## config.mk

```make
export PLATFORM = sky130hd
export DESIGN_NAME = arb_puf_emu
export DESIGN_NICKNAME = d
export VERILOG_FILES = /design/src/rtl/apuf_pkg.sv /design/src/rtl/apuf_delay_table.sv /design/src/rtl/apuf_switch_step.sv /design/src/rtl/apuf_arbiter.sv /design/src/rtl/arb_puf_emu.sv
export SDC_FILE = /design/constraint.sdc
export NUM_CORES = 1
export LEC_CHECK = 0
export ABC_AREA = 1
export CELL_PAD_IN_SITES_DETAIL_PLACEMENT = 0
export CELL_PAD_IN_SITES_GLOBAL_PLACEMENT = 1
export CORE_UTILIZATION = 39
export DETAILED_ROUTE_END_ITERATION = 10
export HOLD_SLACK_MARGIN = 0.15
export PLACE_DENSITY = 0.76
export SLEW_MARGIN = 20
export SYNTH_ARGS = -nofsm -noshare
export SYNTH_HDL_FRONTEND = slang
export SYNTH_SLANG_ARGS = --single-unit
```

## constraint.sdc

```tcl
create_clock -name clk -period 4.6 [get_ports clk]
set_input_delay 0.92 -clock clk [delete_from_list [all_inputs] [get_ports clk]]
set_output_delay 0.92 -clock clk [all_outputs]
set_load 0.02 [all_outputs]
```

## src/rtl/apuf_pkg.sv

```systemverilog
package apuf_pkg;
  typedef enum logic {
    ST_IDLE = 1'b0,
    ST_RACE = 1'b1
  } race_state_e;

  localparam logic LANE_STRAIGHT = 1'b0;
  localparam logic LANE_CROSSED  = 1'b1;
endpackage

```

## src/rtl/apuf_delay_table.sv

```systemverilog
module apuf_delay_table #(
  parameter int STAGES = 16,
  parameter int DW     = 8,
  localparam int SW    = $clog2(STAGES)
) (
  input  logic          clk,
  input  logic          rst_n,
  input  logic          wr_en,
  input  logic [SW-1:0] wr_stage,
  input  logic          wr_lane,
  input  logic [DW-1:0] wr_val,
  input  logic [SW-1:0] rd_stage,
  output logic [DW-1:0] rd_straight,
  output logic [DW-1:0] rd_crossed
);
  import apuf_pkg::*;

  logic [DW-1:0] str_q [STAGES];
  logic [DW-1:0] crs_q [STAGES];

  for (genvar g = 0; g < STAGES; g++) begin : g_cell
    always_ff @(posedge clk) begin
      if (!rst_n) begin
        str_q[g] <= '0;
        crs_q[g] <= '0;
      end else if (wr_en && wr_stage == SW'(g)) begin
        if (wr_lane == LANE_STRAIGHT) str_q[g] <= wr_val;
        else                          crs_q[g] <= wr_val;
      end
    end
  end

  assign rd_straight = str_q[rd_stage];
  assign rd_crossed  = crs_q[rd_stage];
endmodule

```

## src/rtl/apuf_switch_step.sv

```systemverilog
module apuf_switch_step #(
  parameter int DW = 8,
  parameter int AW = 13
) (
  input  logic [AW-1:0] up_in,
  input  logic [AW-1:0] lo_in,
  input  logic          swap,
  input  logic [DW-1:0] d_straight,
  input  logic [DW-1:0] d_crossed,
  output logic [AW-1:0] up_out,
  output logic [AW-1:0] lo_out
);
  always_comb begin
    if (swap) begin
      up_out = lo_in + AW'(d_crossed);
      lo_out = up_in + AW'(d_straight);
    end else begin
      up_out = up_in + AW'(d_straight);
      lo_out = lo_in + AW'(d_crossed);
    end
  end
endmodule

```

## src/rtl/apuf_arbiter.sv

```systemverilog
module apuf_arbiter #(
  parameter int AW = 13
) (
  input  logic [AW-1:0] up_arrival,
  input  logic [AW-1:0] lo_arrival,
  output logic          up_wins
);
  assign up_wins = (up_arrival < lo_arrival);
endmodule

```

## src/rtl/arb_puf_emu.sv

```systemverilog
module arb_puf_emu #(
  parameter int STAGES = 16,
  parameter int DW     = 8,
  parameter int RMAX   = 8,
  localparam int SW    = $clog2(STAGES),
  localparam int LW    = $clog2(RMAX),
  localparam int AW    = DW + SW + 1
) (
  input  logic              clk,
  input  logic              rst_n,
  input  logic              start,
  input  logic [STAGES-1:0] chal,
  input  logic [LW-1:0]     resp_len_m1,
  input  logic              ld_en,
  input  logic [SW-1:0]     ld_stage,
  input  logic              ld_lane,
  input  logic [DW-1:0]     ld_delay,
  output logic              busy,
  output logic [RMAX-1:0]   resp,
  output logic              resp_valid
);
  import apuf_pkg::*;

  race_state_e       state_q;
  logic [STAGES-1:0] cur_chal_q;
  logic [SW-1:0]     stage_q;
  logic [LW-1:0]     bit_q;
  logic [LW-1:0]     len_q;
  logic [AW-1:0]     up_q, lo_q, up_n, lo_n;
  logic [RMAX-1:0]   shreg_q, shreg_n;
  logic [DW-1:0]     d_str, d_crs;
  logic              win;
  logic              last_stage, last_bit, fb;

  apuf_delay_table #(.STAGES(STAGES), .DW(DW)) u_table (
    .clk        (clk),
    .rst_n      (rst_n),
    .wr_en      (ld_en),
    .wr_stage   (ld_stage),
    .wr_lane    (ld_lane),
    .wr_val     (ld_delay),
    .rd_stage   (stage_q),
    .rd_straight(d_str),
    .rd_crossed (d_crs)
  );

  apuf_switch_step #(.DW(DW), .AW(AW)) u_step (
    .up_in     (up_q),
    .lo_in     (lo_q),
    .swap      (cur_chal_q[stage_q]),
    .d_straight(d_str),
    .d_crossed (d_crs),
    .up_out    (up_n),
    .lo_out    (lo_n)
  );

  apuf_arbiter #(.AW(AW)) u_arb (
    .up_arrival(up_n),
    .lo_arrival(lo_n),
    .up_wins   (win)
  );

  assign last_stage = (stage_q == SW'(STAGES - 1));
  assign last_bit   = (bit_q == len_q);
  assign shreg_n    = {shreg_q[RMAX-2:0], win};
  assign fb         = cur_chal_q[STAGES-1] ^ cur_chal_q[STAGES-3]
                    ^ cur_chal_q[STAGES-4] ^ cur_chal_q[STAGES-6];
  assign busy       = (state_q == ST_RACE);

  always_ff @(posedge clk) begin
    if (!rst_n) begin
      state_q    <= ST_IDLE;
      cur_chal_q <= '0;
      stage_q    <= '0;
      bit_q      <= '0;
      len_q      <= '0;
      up_q       <= '0;
      lo_q       <= '0;
      shreg_q    <= '0;
      resp       <= '0;
      resp_valid <= 1'b0;
    end else begin
      resp_valid <= 1'b0;
      unique case (state_q)
        ST_IDLE: begin
          if (start) begin
            state_q    <= ST_RACE;
            cur_chal_q <= chal;
            len_q      <= resp_len_m1;
            stage_q    <= '0;
            bit_q      <= '0;
            up_q       <= '0;
            lo_q       <= '0;
            shreg_q    <= '0;
          end
        end
        ST_RACE: begin
          if (!last_stage) begin
            stage_q <= stage_q + 1'b1;
            up_q    <= up_n;
            lo_q    <= lo_n;
          end else begin
            stage_q <= '0;
            up_q    <= '0;
            lo_q    <= '0;
            shreg_q <= shreg_n;
            if (last_bit) begin
              state_q    <= ST_IDLE;
              resp       <= shreg_n;
              resp_valid <= 1'b1;
            end else begin
              bit_q      <= bit_q + 1'b1;
              cur_chal_q <= {cur_chal_q[STAGES-2:0], fb};
            end
          end
        end
        default: state_q <= ST_IDLE;
      endcase
    end
  end
endmodule

```

==> qor.yml, run 1 <==
critical_path:
  crit_chain: "buf_6, buf_16, o21ai_1, o21ai_0, o211ai_1, nand2_1, ha_1, a21oi_1, a21boi_0, o21ai_0, xor2_1, or2_2, nand2_1, ha_1, nand2_1, inv_1, nand3_1, a31oi_1, a2111oi_1, buf_4, nand3_2, a21oi_2"
  required_ns: 5.09
  r2r_slack_ns: 0.30
  rr_worst_depth: 22
  start_kind: "flop"
  critical_path.max_stage_delay_ns: 0.42
  reg2reg_to: "shreg_q[0]"
  crit_top_cell: "nand2_1"
  worstSetupEndpointType: "flop"
  cp.arrival_ns: 4.79
  worst_path_dominant_cell_family: "compound AO/OA/AOI/OAI gates"
  crit_buf_inv: 4
  slowest_stage: "dfxtp_4"
  path_class: "reg2reg"
  path_max_fanout: 21
clocking:
  clock_sinks: 329
  clk_latency_ns: 0.56
  cts_tree: "yes"
  cts_made_buffers: 38
  clockRootBuffer: "clkbuf_16"
  path_clk_slew_ns: 0.06
  clock_path_buffers: 3
  h-tree-depth: 2
final_layout:
  n_antenna_cell: 0
  syn_to_final_growth_pct: 14.7
  drive_above_1_share_pct: 8.16
  final_cell_mix: "286 x nor2_1, 275 x nand2_1, 256 x edfxtp_1"
  fin_nets: 1829
  mostFrequentLayoutCell: "nor2_1"
power:
  p_seq_share_pct: 45.0
  ir_drop_uv: 223
  power.clock.fraction_pct: 40.1
  p_per_area_mw_per_mm2: 411
  p_comb_share_pct: 14.9
  p_sw_uw: 2040
  switching_share_pct: 26.7
  total_power_uw: 7640
  p_leak_uw: 0.00708
  p_int_uw: 5600
logic_synthesis:
  synth_top_area_share_pct: 47.4
  ys_warn_count: 0
  synthFlopType: "edfxtp_1"
  synth.distinct_cells: 44
  ys_seq_area_share_pct: 56.4
  synth_area_sq_mm: 0.0162
  synth.avg_cell_area_sq_um: 9.36
  synth-edff-count: 256
  synth_seq_cells: 329
  synthCells: 1733
  synth_largest_area_cell: "edfxtp_1"
  synth_nets: 1801
  async_flop_share_pct: 0
  synth_area_leaders: "edfxtp_1 47%, dfxtp_1 9.0%, nor2_1 6.6%"
outcome:
  status: "completed"
grt:
  grt_max_degree: 67
  grt_first_pass_wirelength_um: 66300
  grtUsageTotal_pct: 20.5
  grt_pass1_vias: 11800
  antenna_found_initial: 0
  overflow: 0
floorplanning:
  row_count: 74
  die_w_um: 206
  die_area_sq_mm: 0.0424
  fp.dieH_um: 206
  initial_core_util_pct: 39.7
  fp.coreArea_sq_mm: 0.0409
  pin_count: 46
sta:
  fin_tns_setup_ns: 0
  worstMarginPinSlew_ns: 1.02
  slew_headroom_pct: 31.6
  finalClockSkew_ns: 0.0242
  fmax_ghz: 0.233
  finalSetupViolCount: 0
  maxSlewViolCount: 0
  period_needed_ns: 4.30
  final-hold-violation-count: 0
  grt_setup_unrepaired: "no"
  timing.final.crit_share_pct: 93.5
worst_hold_path:
  hold_path.class: "reg2reg"
  min_to: "resp[6]"
  hold_path_depth: 2
  hold_path_startpoint: "shreg_q[5]"
routing:
  wire_per_inst_um: 18.3
  drt_iter0_drc: 967
  drc: 0
  dr.pass1.iters: 5
  vias: 12300
  ant_nets: 0
  routed_wl_um: 42600
  vias_per_cell: 5.30
placed_design:
  hpwl_um: 28200
  place.gp.congestion: 0.858
  portBuffers: 45
flow_run:
  cap_violations: 0
-- cell type report --
cell class / instances / area (sq um)
fill: 3907 / 22300
sequential: 329 / 9150
multi-input combinational: 1158 / 6110
clock buffer: 48 / 1030
timing repair buffer: 93 / 882
tap: 532 / 666
inverter: 141 / 529
clock inverter: 21 / 228
-- through the flow --
step / worst slack [ns] / util [%] / hold WS [ns] / cells / instance area (sq um)
finish: 0.301 / 45.5 / 0.463 / 2322 / 18600
global route: 0.00118 / 45.5 / 0.490 / 2322 / 18600
CTS: 0.122 / 45.4 / 0.467 / 2320 / 18600
detailed placement: 0.0191 / 42.2 / 0.454 / 2250 / 17300
global placement: 0.0647 / 42.2 / 0.443 / 2250 / 17300
floorplan: 0.524 / - / 0.419 / 1733 / 16200
-- cells in the mapped netlist, types with 3 or more instances --
master and count:
a21oi_1 118, nand4_1 15, nand2_1 275, nor3_1 10, inv_1 133, buf_4 5
o211ai_1 66, nand3_2 4, edfxtp_1 256, nand2_2 5, xnor2_1 11, buf_1 11
ha_1 30, o21ai_1 3, or2_2 4, a21boi_0 3, mux2i_1 67, a31oi_1 15
o21ai_2 8, xor2_1 14, nor2_1 287, dfxtp_1 73, buf_2 11, or2_1 4
clkbuf_1 76, inv_2 7, nand3_1 93, o21ai_0 107
-- tightest hold or removal path: stages (launching register included) --
cell and delay, ns:
dfxtp_1 0.32, nand2_1 0.06, nand2_1 0.04
-- layer usage --
metal	GRT usage [%]	up-vias	routed length [um]
li1	-	5999	-
met4	7.35	0	1230
met2	33.9	345	20300
met5	0	-	0
met3	2.66	76	2210
met1	27.4	5883	18900
-- state kept, by name, indices dropped and copies added, names as in the netlist, named ones only --
signal / cells
resp_valid: 1
shreg_q: 7
busy: 1
u_table.crs_q: 128
lo_q: 13
cur_chal_q: 16
bit_q: 3
resp: 8
u_table.str_q: 128
stage_q: 4
len_q: 3
up_q: 13
-- worst max path at each step --
stage | from | end | slack (ns) | depth (start not counted)
detailed placement | flop | shreg_q[0] | 0.02 | 22
global placement | flop | shreg_q[0] | 0.06 | 22
CTS | flop | shreg_q[0] | 0.12 | 22
floorplan | flop | shreg_q[0] | 0.52 | 22
finish | flop | shreg_q[0] | 0.30 | 22
global route | flop | shreg_q[0] | 0.001 | 24
-- kinds of logic (layout without fill, tap and decap cells) --
family | Yosys count | in the layout | share of synthesized area (%)
mux | 67 | 67 | 4.13
flops | 329 | 329 | 56.4
compound gates | 329 | 329 | 11.7
simple gates | 705 | 705 | 17.9
buf+inv | 246 | 303 | 5.98
fa+ha+maj | 32 | 32 | 2.56
xor+xnor | 25 | 25 | 1.35
-- power groups by stage --
stage                     Combinational (uW)  Clock, uW  Sequential [uW]
after floorplan                          796          0             3470
after global placement                  1100          0             3500
after detailed placement                1110          0             3510
after CTS                               1130       3120             3440
after global routing                    1270       3230             3450
final                                   1140       3070             3440
-- repair_timing --
action                     CTS  global route
setup endpoints to repair    1             2
gates cloned                 0             0
setup buffers                1             2
resized for setup            0             7
hold buffers                 0             0
(Power assumes the default switching activity.)
==> inputs of run 2 (changes only) <==
--- a/config.mk
+++ b/config.mk
@@ -12,6 +12,7 @@
 export DETAILED_ROUTE_END_ITERATION = 10
 export HOLD_SLACK_MARGIN = 0.15
 export PLACE_DENSITY = 0.76
+export RECOVER_POWER = 100
 export SLEW_MARGIN = 20
 export SYNTH_ARGS = -nofsm -noshare
 export SYNTH_HDL_FRONTEND = slang
==> qor.yml, run 2 (synthesis results as in run 1) <==
outcome:
  status: "finished with violations"
  violations: "max-capacitance violations, max-slew violations"
grt:
  overflow: 0
  grt_first_pass_wirelength_um: 66300
  grt_pass1_vias: 11800
  grt_max_degree: 67
  grtUsageTotal_pct: 20.5
  antenna_found_initial: 0
final_layout:
  n_antenna_cell: 0
  stdcell_count: 2322
  n_fill_cell: 3910
  final_cell_mix: "287 x nor2_1, 275 x nand2_1, 256 x edfxtp_1"
  largestRegisters: "u_table.crs_q: 128 flops, u_table.str_q: 128 flops, cur_chal_q: 16 flops"
  mostFrequentLayoutCell: "nor2_1"
  syn_to_final_growth_pct: 14.6
  fin_nets: 1829
  drive_above_1_share_pct: 8.04
routing:
  wire_per_inst_um: 18.3
  drt_iter0_drc: 1008
  dr.pass1.iters: 6
  routed_wl_um: 42500
  drc: 0
  ant_nets: 0
  vias_per_cell: 5.29
  vias: 12300
clocking:
  clock_path_buffers: 3
  h-tree-depth: 2
  path_clk_slew_ns: 0.06
  hold_buffers: 0
  clockRootBuffer: "clkbuf_16"
  cts_tree: "yes"
  clock_sinks: 329
  cts_made_buffers: 38
  clk_latency_ns: 0.56
floorplanning:
  pin_count: 46
  row_count: 74
  die_w_um: 206
  fp.coreArea_sq_mm: 0.0409
  fp.dieH_um: 206
  initial_core_util_pct: 39.7
  die_area_sq_mm: 0.0424
sta:
  slew_headroom_pct: -109
  fmax_ghz: 0.232
  grt_setup_unrepaired: "no"
  fin_tns_setup_ns: 0
  final-hold-violation-count: 0
  hold_ws_ns: 0.463
  maxSlewViolCount: 67
  timing.final.crit_share_pct: 93.8
  worstMarginPinSlew_ns: 3.14
  period_needed_ns: 4.31
  finalSetupViolCount: 0
  timing.final.ws_setup_ns: 0.285
  finalClockSkew_ns: 0.0243
placed_design:
  portBuffers: 45
  pre_cts_slack_ns: 0.0191
  place.gp.congestion: 0.858
  hpwl_um: 28200
  dp.cells: 2250
critical_path:
  path_class: "reg2reg"
  r2r_slack_ns: 0.29
  path_max_fanout: 21
  worstSetupEndpointType: "flop"
  reg2reg_to: "shreg_q[0]"
  slowest_stage: "dfxtp_4"
  start_kind: "flop"
  critical_path.max_stage_delay_ns: 0.48
  cp.arrival_ns: 4.80
  required_ns: 5.09
  rr_worst_depth: 23
  crit_top_cell: "nand2_1"
  crit_chain: "buf_6, buf_16, mux2i_1, o21ai_0, o211ai_1, nand2_1, ha_1, nand2_1, inv_1, nand4_1, a21boi_0, buf_4, xnor2_1, nand2_1, and2_1, inv_1, ha_1, nand2_1, nor2_1, a2111oi_1, buf_4, nand3_2, a21oi_2"
worst_hold_path:
  hold_path.class: "reg2reg"
  hold_path_depth: 2
  min_to: "resp[6]"
  hold_path_startpoint: "shreg_q[5]"
flow_run:
  cap_violations: 1
power:
  p_per_area_mw_per_mm2: 411
  ir_drop_uv: 223
  p_leak_uw: 0.00711
-- run 2: cell types whose count changed in the layout (fill, tap and decap cells not counted), sizes merged --
cell           delta
dlygate4sd3      +10
buf               -2
clkdlybuf4s50    -10
clkbuf            +2
-- run 2: worst max-delay path by stage --
stage | start | to | slack [ns] | cells past startpoint
6_report | flop | shreg_q[0] | 0.29 | 23
4_1_cts | flop | shreg_q[0] | 0.12 | 22
3_3_place_gp | flop | shreg_q[0] | 0.06 | 22
3_5_place_dp | flop | shreg_q[0] | 0.02 | 22
5_1_grt | flop | shreg_q[0] | 0.001 | 24
2_1_floorplan | flop | shreg_q[0] | 0.52 | 22
-- run 2: critical path, delay by kind of cell (launching register included) --
family / cells / cell delay (ns)
AO/OA/AOI/OAI: 5 / 1.06
AND/OR/NAND/NOR: 8 / 0.86
buffers and inverters: 6 / 0.84
adder cells (fa/ha/maj): 2 / 0.66
flip-flops: 1 / 0.48
multiplexers: 1 / 0.20
XOR/XNOR: 1 / 0.12
-- run 2: repair_timing --
item / 4_1_cts / 5_1_grt
pin swaps: 0 / 0
endpoints found under the setup margin: 1 / 2
gates resized for setup: 0 / 7
endpoints found under the hold margin: 0 / 0
cloned: 0 / 0
buffers inserted: 1 / 2
-- run 2: routing by layer --
metal / vias up / track usage, % / wire, um
met5: - / 0 / 0
met3: 74 / 2.66 / 2090
met4: 0 / 7.35 / 1170
li1: 6002 / - / -
met2: 323 / 33.9 / 20300
met1: 5882 / 27.4 / 18900
-- run 2: power breakdown --
part / internal, uW / leakage [uW] / switching (uW)
combinational: 410 / 0.00346 / 725
clock: 1830 / 0.000617 / 1240
sequential: 3370 / 0.00304 / 72.8
-- run 2: layout make-up --
class	instances	area, sq um	area share [%]
flip-flops and latches	329	9150	49.2
clock buffers	48	1030	5.56
clock inverters	21	228	1.22
inverters	141	529	2.85
well taps	532	666	3.58
repair buffers	93	876	4.71
multi-input cells	1158	6110	32.8
-- run 2: stage by stage --
step                util (%)  power, uW  instance area, sq um
CTS                     45.4       7690                 18600
finish                  45.4       7650                 18600
global placement        42.2       4610                 17300
global route            45.4       7960                 18600
detailed placement      42.2       4620                 17300
floorplan                  -       4260                 16200
